### src/rtl/sfa_pkg.sv
`timescale 1ns/1ps
package sfa_pkg;

    localparam int unsigned SFA_BYTE_W = 8;
    localparam int unsigned SFA_N_A1   = 3;
    localparam int unsigned SFA_N_A2   = 3;
    localparam logic [SFA_BYTE_W-1:0] SFA_A1 = 8'hF6;
    localparam logic [SFA_BYTE_W-1:0] SFA_A2 = 8'h28;

    // Result of the pattern comparators on the search window.
    typedef struct packed {
        logic full;     // whole A1..A2 pattern in the window
        logic a1_run;   // newest bytes form the complete A1 run
    } sfa_hit_t;

    // Hunting permission seen by the realignment logic.
    typedef enum logic [1:0] {
        MODE_FROZEN = 2'd0,
        MODE_OPEN   = 2'd1,
        MODE_ARMED  = 2'd2
    } sfa_mode_e;

    // Bits still to come after the A1 run completes.
    function automatic int unsigned sfa_arm_len(input int unsigned byte_w,
                                                input int unsigned n_a2);
        return byte_w * n_a2;
    endfunction

endpackage

### src/rtl/sfa_shifter.sv
`timescale 1ns/1ps
module sfa_shifter
    import sfa_pkg::*;
#(
    parameter int unsigned BYTE_W = SFA_BYTE_W,
    parameter int unsigned N_A1   = SFA_N_A1,
    parameter int unsigned N_A2   = SFA_N_A2,
    parameter logic [BYTE_W-1:0] A1_VAL = SFA_A1,
    parameter logic [BYTE_W-1:0] A2_VAL = SFA_A2
) (
    input  logic              clk,
    input  logic              rst,
    input  logic              bit_in,
    output logic [BYTE_W-1:0] low_byte,
    output sfa_hit_t          hit
);
    localparam int unsigned N_LANES = N_A1 + N_A2;
    localparam int unsigned WIN_W   = BYTE_W * N_LANES;

    logic [WIN_W-1:0]   win_q;
    logic [N_LANES-1:0] pat_ok;
    logic [N_A1-1:0]    run_ok;

    always_ff @(posedge clk) begin
        if (rst) begin
            win_q <= '0;
        end else begin
            win_q <= {win_q[WIN_W-2:0], bit_in};
        end
    end

    // Lane 0 holds the newest byte: A2 lanes low, A1 lanes above them.
    for (genvar j = 0; j < N_LANES; j++) begin : g_pat
        localparam logic [BYTE_W-1:0] EXP = (j < N_A2) ? A2_VAL : A1_VAL;
        assign pat_ok[j] = (win_q[j*BYTE_W +: BYTE_W] == EXP);
    end

    for (genvar j = 0; j < N_A1; j++) begin : g_run
        assign run_ok[j] = (win_q[j*BYTE_W +: BYTE_W] == A1_VAL);
    end

    always_comb begin
        hit.full   = &pat_ok;
        hit.a1_run = &run_ok;
    end

    assign low_byte = win_q[BYTE_W-1:0];

endmodule

### src/rtl/sfa_hunt_ctl.sv
`timescale 1ns/1ps
module sfa_hunt_ctl
    import sfa_pkg::*;
#(
    parameter int unsigned BYTE_W = SFA_BYTE_W,
    parameter int unsigned N_A2   = SFA_N_A2
) (
    input  logic     clk,
    input  logic     rst,
    input  logic     oof,
    input  sfa_hit_t hit,
    output logic     realign,
    output logic     armed
);
    localparam int unsigned ARM_LEN = sfa_arm_len(BYTE_W, N_A2);
    localparam int unsigned ARM_W   = $clog2(ARM_LEN + 1);

    logic [ARM_W-1:0] arm_q;
    sfa_mode_e        mode;

    assign armed = (arm_q != '0);

    always_comb begin
        if (oof)        mode = MODE_OPEN;
        else if (armed) mode = MODE_ARMED;
        else            mode = MODE_FROZEN;
    end

    assign realign = hit.full && (mode != MODE_FROZEN);

    // Window that lets a frame started under oof finish after oof drops.
    always_ff @(posedge clk) begin
        if (rst) begin
            arm_q <= '0;
        end else if (realign) begin
            arm_q <= '0;
        end else if (oof && hit.a1_run) begin
            arm_q <= ARM_W'(ARM_LEN);
        end else if (armed) begin
            arm_q <= arm_q - 1'b1;
        end
    end

endmodule

### src/rtl/sfa_byte_phase.sv
`timescale 1ns/1ps
module sfa_byte_phase
    import sfa_pkg::*;
#(
    parameter int unsigned BYTE_W = SFA_BYTE_W
) (
    input  logic clk,
    input  logic rst,
    input  logic realign,
    output logic capture
);
    localparam int unsigned CNT_W = $clog2(BYTE_W);
    localparam logic [CNT_W-1:0] LAST = CNT_W'(BYTE_W - 1);

    logic [CNT_W-1:0] cnt_q;

    assign capture = realign || (cnt_q == LAST);

    always_ff @(posedge clk) begin
        if (rst) begin
            cnt_q <= '0;
        end else if (capture) begin
            cnt_q <= '0;
        end else begin
            cnt_q <= cnt_q + 1'b1;
        end
    end

endmodule

### src/rtl/sfa_out_reg.sv
`timescale 1ns/1ps
module sfa_out_reg
    import sfa_pkg::*;
#(
    parameter int unsigned BYTE_W = SFA_BYTE_W
) (
    input  logic              clk,
    input  logic              rst,
    input  logic              capture,
    input  logic              realign,
    input  logic [BYTE_W-1:0] low_byte,
    output logic [BYTE_W-1:0] data_q,
    output logic              stb_q,
    output logic              fp_q
);
    always_ff @(posedge clk) begin
        if (rst) begin
            data_q <= '0;
            stb_q  <= 1'b0;
            fp_q   <= 1'b0;
        end else begin
            stb_q <= capture;
            if (capture) begin
                data_q <= low_byte;
                fp_q   <= realign;
            end
        end
    end

endmodule

### src/rtl/sonet_frame_aligner.sv
`timescale 1ns/1ps
module sonet_frame_aligner
    import sfa_pkg::*;
#(
    parameter int unsigned BYTE_W = SFA_BYTE_W,
    parameter int unsigned N_A1   = SFA_N_A1,
    parameter int unsigned N_A2   = SFA_N_A2,
    parameter logic [BYTE_W-1:0] A1_VAL = SFA_A1,
    parameter logic [BYTE_W-1:0] A2_VAL = SFA_A2
) (
    input  logic              clk,
    input  logic              rst,
    input  logic              serial_in,
    input  logic              oof,
    output logic [BYTE_W-1:0] byte_out,
    output logic              byte_stb,
    output logic              frame_pulse
);
    sfa_hit_t          hit;
    logic [BYTE_W-1:0] low_byte;
    logic              realign;
    logic              armed;
    logic              capture;

    sfa_shifter #(
        .BYTE_W (BYTE_W),
        .N_A1   (N_A1),
        .N_A2   (N_A2),
        .A1_VAL (A1_VAL),
        .A2_VAL (A2_VAL)
    ) u_shifter (
        .clk      (clk),
        .rst      (rst),
        .bit_in   (serial_in),
        .low_byte (low_byte),
        .hit      (hit)
    );

    sfa_hunt_ctl #(
        .BYTE_W (BYTE_W),
        .N_A2   (N_A2)
    ) u_hunt (
        .clk     (clk),
        .rst     (rst),
        .oof     (oof),
        .hit     (hit),
        .realign (realign),
        .armed   (armed)
    );

    sfa_byte_phase #(
        .BYTE_W (BYTE_W)
    ) u_phase (
        .clk     (clk),
        .rst     (rst),
        .realign (realign),
        .capture (capture)
    );

    sfa_out_reg #(
        .BYTE_W (BYTE_W)
    ) u_out (
        .clk      (clk),
        .rst      (rst),
        .capture  (capture),
        .realign  (realign),
        .low_byte (low_byte),
        .data_q   (byte_out),
        .stb_q    (byte_stb),
        .fp_q     (frame_pulse)
    );

endmodule

### config.mk
export PLATFORM = sky130hd
export DESIGN_NAME = sonet_frame_aligner
export DESIGN_NICKNAME = d
export VERILOG_FILES = /design/src/rtl/sfa_pkg.sv /design/src/rtl/sfa_shifter.sv /design/src/rtl/sfa_hunt_ctl.sv /design/src/rtl/sfa_byte_phase.sv /design/src/rtl/sfa_out_reg.sv /design/src/rtl/sonet_frame_aligner.sv
export SDC_FILE = /design/constraint.sdc
export NUM_CORES = 1
export LEC_CHECK = 0
export ABC_CLOCK_PERIOD_IN_PS = 2550
export CAP_MARGIN = 15
export CORE_MARGIN = 5
export CORE_UTILIZATION = 57
export DETAILED_ROUTE_END_ITERATION = 7
export PLACE_DENSITY = 0.86
export SLEW_MARGIN = 20
export SYNTH_ARGS = -nofsm -noshare
export SYNTH_HDL_FRONTEND = slang
export SYNTH_HIERARCHICAL = 1
export SYNTH_SLANG_ARGS = --single-unit
### constraint.sdc
create_clock -name clk -period 2.55 [get_ports clk]
set_input_delay 0.3825 -clock clk [delete_from_list [all_inputs] [get_ports clk]]
set_output_delay 0.3825 -clock clk [all_outputs]
set_load 0.02 [all_outputs]
==> metrics.log <==
[metrics] cell depth of the worst min-delay path: 1
[metrics] result of the run: finished clean
[metrics] share of synthesized area occupied by flip-flops and latches: 57.4%
[metrics] gate count of the mapped netlist: 208
[metrics] delay of the slowest critical-path stage: 450 ps
[metrics] global-route wire length before repair: 6840 µm
[metrics] core outline area: 3970 µm²
[metrics] type of the most critical hold path: flop to flop
[metrics] post-route worst setup slack: 176 ps
[metrics] Final #Nets: 225
[metrics] sequence of cells on the critical path: nand4b_1, or3_1, nor4_2, o21a_1, or2_1, mux2i_1, nor2_1
[metrics] total wirelength of the detailed-routed design: 3840 µm
[metrics] DRC errors left: 0
[metrics] Tightest Pin Transition: 512 ps
[metrics] nature of the critical path startpoint: flop
[metrics] Setup crit start: u_shifter/win_q[43]
[metrics] Post-CTS Resized: 0
[metrics] master cell of the clock root buffer: sky130_fd_sc_hd__clkbuf_8
[metrics] Hold Startpoint: u_phase/cnt_q[0]
[metrics] number of antenna violations at the first check in global routing: 0
[metrics] final-layout setup total negative slack: 0 ps
[metrics] Place WS: 174 ps
[metrics] reported max-cap violation count: 0
[metrics] mapped cell area: 2300 µm²
[metrics] Synth Warn #: 6
[metrics] wire length per cell after detailed routing: 14.1 µm
[metrics] DR iter-0 viols: 71
[metrics] Cell variety after synth: 36
[metrics] HPWL after DPL: 2500 µm
[metrics] final antenna-violating net count: 0
[metrics] Reg2Reg Capture Point: u_out/data_q[6]
[metrics] number of buffers added on ports: 13
[metrics] critical path buffer and inverter count: 0
[metrics] Final period util: 93.1%
[metrics] clock transition time at the flip-flop clock pins of the worst setup and hold paths: 60 ps
[metrics] final hold violation count: 0
[metrics] hold buffer count at cts: 0
[metrics] number of storage elements in the synthesis netlist: 66
[metrics] Crit path arrival time: 2570 ps
[metrics] worst skew pair latency: 330 ps
[metrics] crit end category: flop
[metrics] vertical extent of the die: 73.6 µm
[metrics] Power per Cell Area: 830 nW/µm²
[metrics] Syn-to-layout area delta: 12.3%
[metrics] First-pass DRT Iterations: 4
[metrics] kind of critical path: flop to flop
[metrics] buffers inserted by post-CTS timing repair: 0
[metrics] vias in the first global route: 1500
[metrics] time the final worst path needs with I/O delays and setup: 2370 ps
[metrics] highest fanout seen on the critical path: 10
[metrics] number of core rows: 23
[metrics] dominant register cell in the synthesized netlist: sky130_fd_sc_hd__dfxtp_1
[metrics] static leakage: 0.935 nW
[metrics] RSZ-0062 raised after global routing: false
[metrics] Slowest cell on crit path: sky130_fd_sc_hd__or2_1
[metrics] worst-case vdd ir drop: 0.526 mV
[metrics] Layout Cell Area excl Fill: 2590 µm²
[metrics] overall track demand over capacity in global routing: 17.1%
[metrics] R2R depth: 7
[metrics] Starting Density: 58.0%
[metrics] net count after synthesis: 215
[metrics] clock tree from TritonCTS: done
[metrics] share of final-layout standard cells stronger than drive strength 1: 10.8%
[metrics] total number of vias: 1423
[metrics] buffer levels on the longest clock path: 2
[metrics] worst slew margin relative to its limit: 65.9%
[metrics] clock skew: 8.88 ps
[metrics] clock sinks: 66
[metrics] CP required: 2740 ps
[metrics] r2r startpoint: u_shifter/win_q[43]
[metrics] leading cell types in the layout, fill and taps excluded: sky130_fd_sc_hd__dfxtp_1, sky130_fd_sc_hd__nor2b_1, sky130_fd_sc_hd__clkdlybuf4s50_1
[metrics] Boundary Pins: 14
[metrics] via-per-instance ratio: 5.23
[metrics] Post-Place Cell Area: 2400 µm²
[metrics] total die area: 5410 µm²
[metrics] total CTS buffers: 9
[metrics] number of enable-type register cells in the synthesized netlist: 0
[metrics] number of H-tree branching levels: 3
[metrics] average cell area after synthesis: 11.1 µm²
[metrics] Die X-Extent: 73.6 µm
[metrics] Antenna Diode Count: 0
[metrics] total setup violations reported at the end of the flow: 0
[metrics] R2R Setup Slk: 180 ps
[metrics] largest net degree at the start of global routing: 44
[metrics] fraction of synthesis flops using an asynchronous set or reset pin: 0%
[metrics] Placer Congestion: 0.808
[metrics] cell family contributing the most delay on the critical path: simple AND/OR/NAND/NOR gates
[metrics] Max Freq: 0.421 GHz
[metrics] WHS Endpoint: u_phase/cnt_q[0]
[metrics] aggregate global routing overflow: 0
[metrics] final max-slew violation count: 0
[metrics] leading cell type in the layout, fill and taps excluded: sky130_fd_sc_hd__dfxtp_1
[worst max path at each step]
stage	end	slack, ps	depth (start not counted)
2_1_floorplan	u_out/data_q[0]	560	9
3_3_place_gp	u_out/data_q[5]	300	7
3_5_place_dp	u_out/data_q[6]	170	7
4_1_cts	u_out/data_q[6]	160	7
5_1_grt	u_out/data_q[6]	20	7
6_report	u_out/data_q[6]	180	7
[per-stage QoR]
| stage | total power, mW | hold slack, ps | utilization (%) | std cells |
|---|---|---|---|---|
| 6_report | 2.15 | 450 | 65.1 | 272 |
| 5_1_grt | 2.25 | 478 | 65.1 | 272 |
| 4_1_cts | 2.17 | 443 | 65.1 | 272 |
| 3_5_place_dp | 1.35 | 438 | 60.5 | 257 |
| 3_3_place_gp | 1.34 | 424 | 60.5 | 257 |
| 2_1_floorplan | 1.31 | 398 | - | 208 |
[cell families (layout without fill, tap and decap cells)]
| family | count (synthesis) | in the layout | synth area share [%] |
|---|---|---|---|
| and+or+nand+nor | 97 | 97 | 27.5 |
| DFF | 66 | 66 | 57.4 |
| buffers and inverters | 21 | 35 | 5.38 |
| AOI/OAI and AO/OA | 12 | 12 | 4.24 |
| muxes | 9 | 9 | 3.91 |
| adders and majority gates | 3 | 3 | 1.63 |
[synthesized netlist by cell type, types with 2 or more instances]
cell | n | share of area, %
sky130_fd_sc_hd__a211o_1 | 2 | 0.76
sky130_fd_sc_hd__a21oi_1 | 3 | 0.65
sky130_fd_sc_hd__buf_2 | 2 | 0.43
sky130_fd_sc_hd__buf_4 | 9 | 2.9
sky130_fd_sc_hd__clkbuf_1 | 3 | 0.49
sky130_fd_sc_hd__dfxtp_1 | 66 | 57
sky130_fd_sc_hd__ha_1 | 3 | 1.6
sky130_fd_sc_hd__inv_1 | 5 | 0.81
sky130_fd_sc_hd__mux2i_1 | 9 | 3.9
sky130_fd_sc_hd__nand2_1 | 7 | 1.1
sky130_fd_sc_hd__nand4_1 | 4 | 1.1
sky130_fd_sc_hd__nand4b_1 | 4 | 1.5
sky130_fd_sc_hd__nor2_1 | 11 | 1.8
sky130_fd_sc_hd__nor2b_1 | 48 | 13
sky130_fd_sc_hd__nor4_1 | 2 | 0.54
sky130_fd_sc_hd__nor4_2 | 2 | 1.1
sky130_fd_sc_hd__nor4b_1 | 5 | 1.9
sky130_fd_sc_hd__nor4bb_1 | 2 | 0.87
sky130_fd_sc_hd__or3_1 | 4 | 1.1
[layout make-up]
type / instances / area (µm²)
well taps: 50 / 62.6
multi-input cells: 121 / 858
clock inverters: 3 / 40.0
flip-flops and latches: 66 / 1320
repair buffers: 15 / 140
clock buffers: 12 / 145
fillers: 322 / 1390
inverters: 5 / 18.8
[power by group]
part	switching, mW	leakage [nW]	internal [mW]
registers	0.0296	0.533	1.06
logic	0.112	0.305	0.120
clock network	0.351	0.0962	0.470
[sequential cells by signal, indices dropped and copies added, names as in the netlist]
name,cells
u_out/stb_q,1
u_phase/cnt_q,3
u_hunt/arm_q,5
u_shifter/win_q,48
u_out/fp_q,1
u_out/data_q,8
[routing by layer]
| metal | wire length (µm) | vias to the layer above | share of wire [%] | global-route usage (%) |
|---|---|---|---|---|
| met2 | 1810 | 26 | 47 | 25.5 |
| li1 | - | 717 | - | - |
| met5 | 0 | - | 0 | 0 |
| met1 | 1820 | 674 | 47 | 20.8 |
| met4 | 51 | 0 | 1.3 | 9.66 |
| met3 | 164 | 6 | 4.3 | 7.11 |
Note: power is estimated with default switching activity, not from simulation.
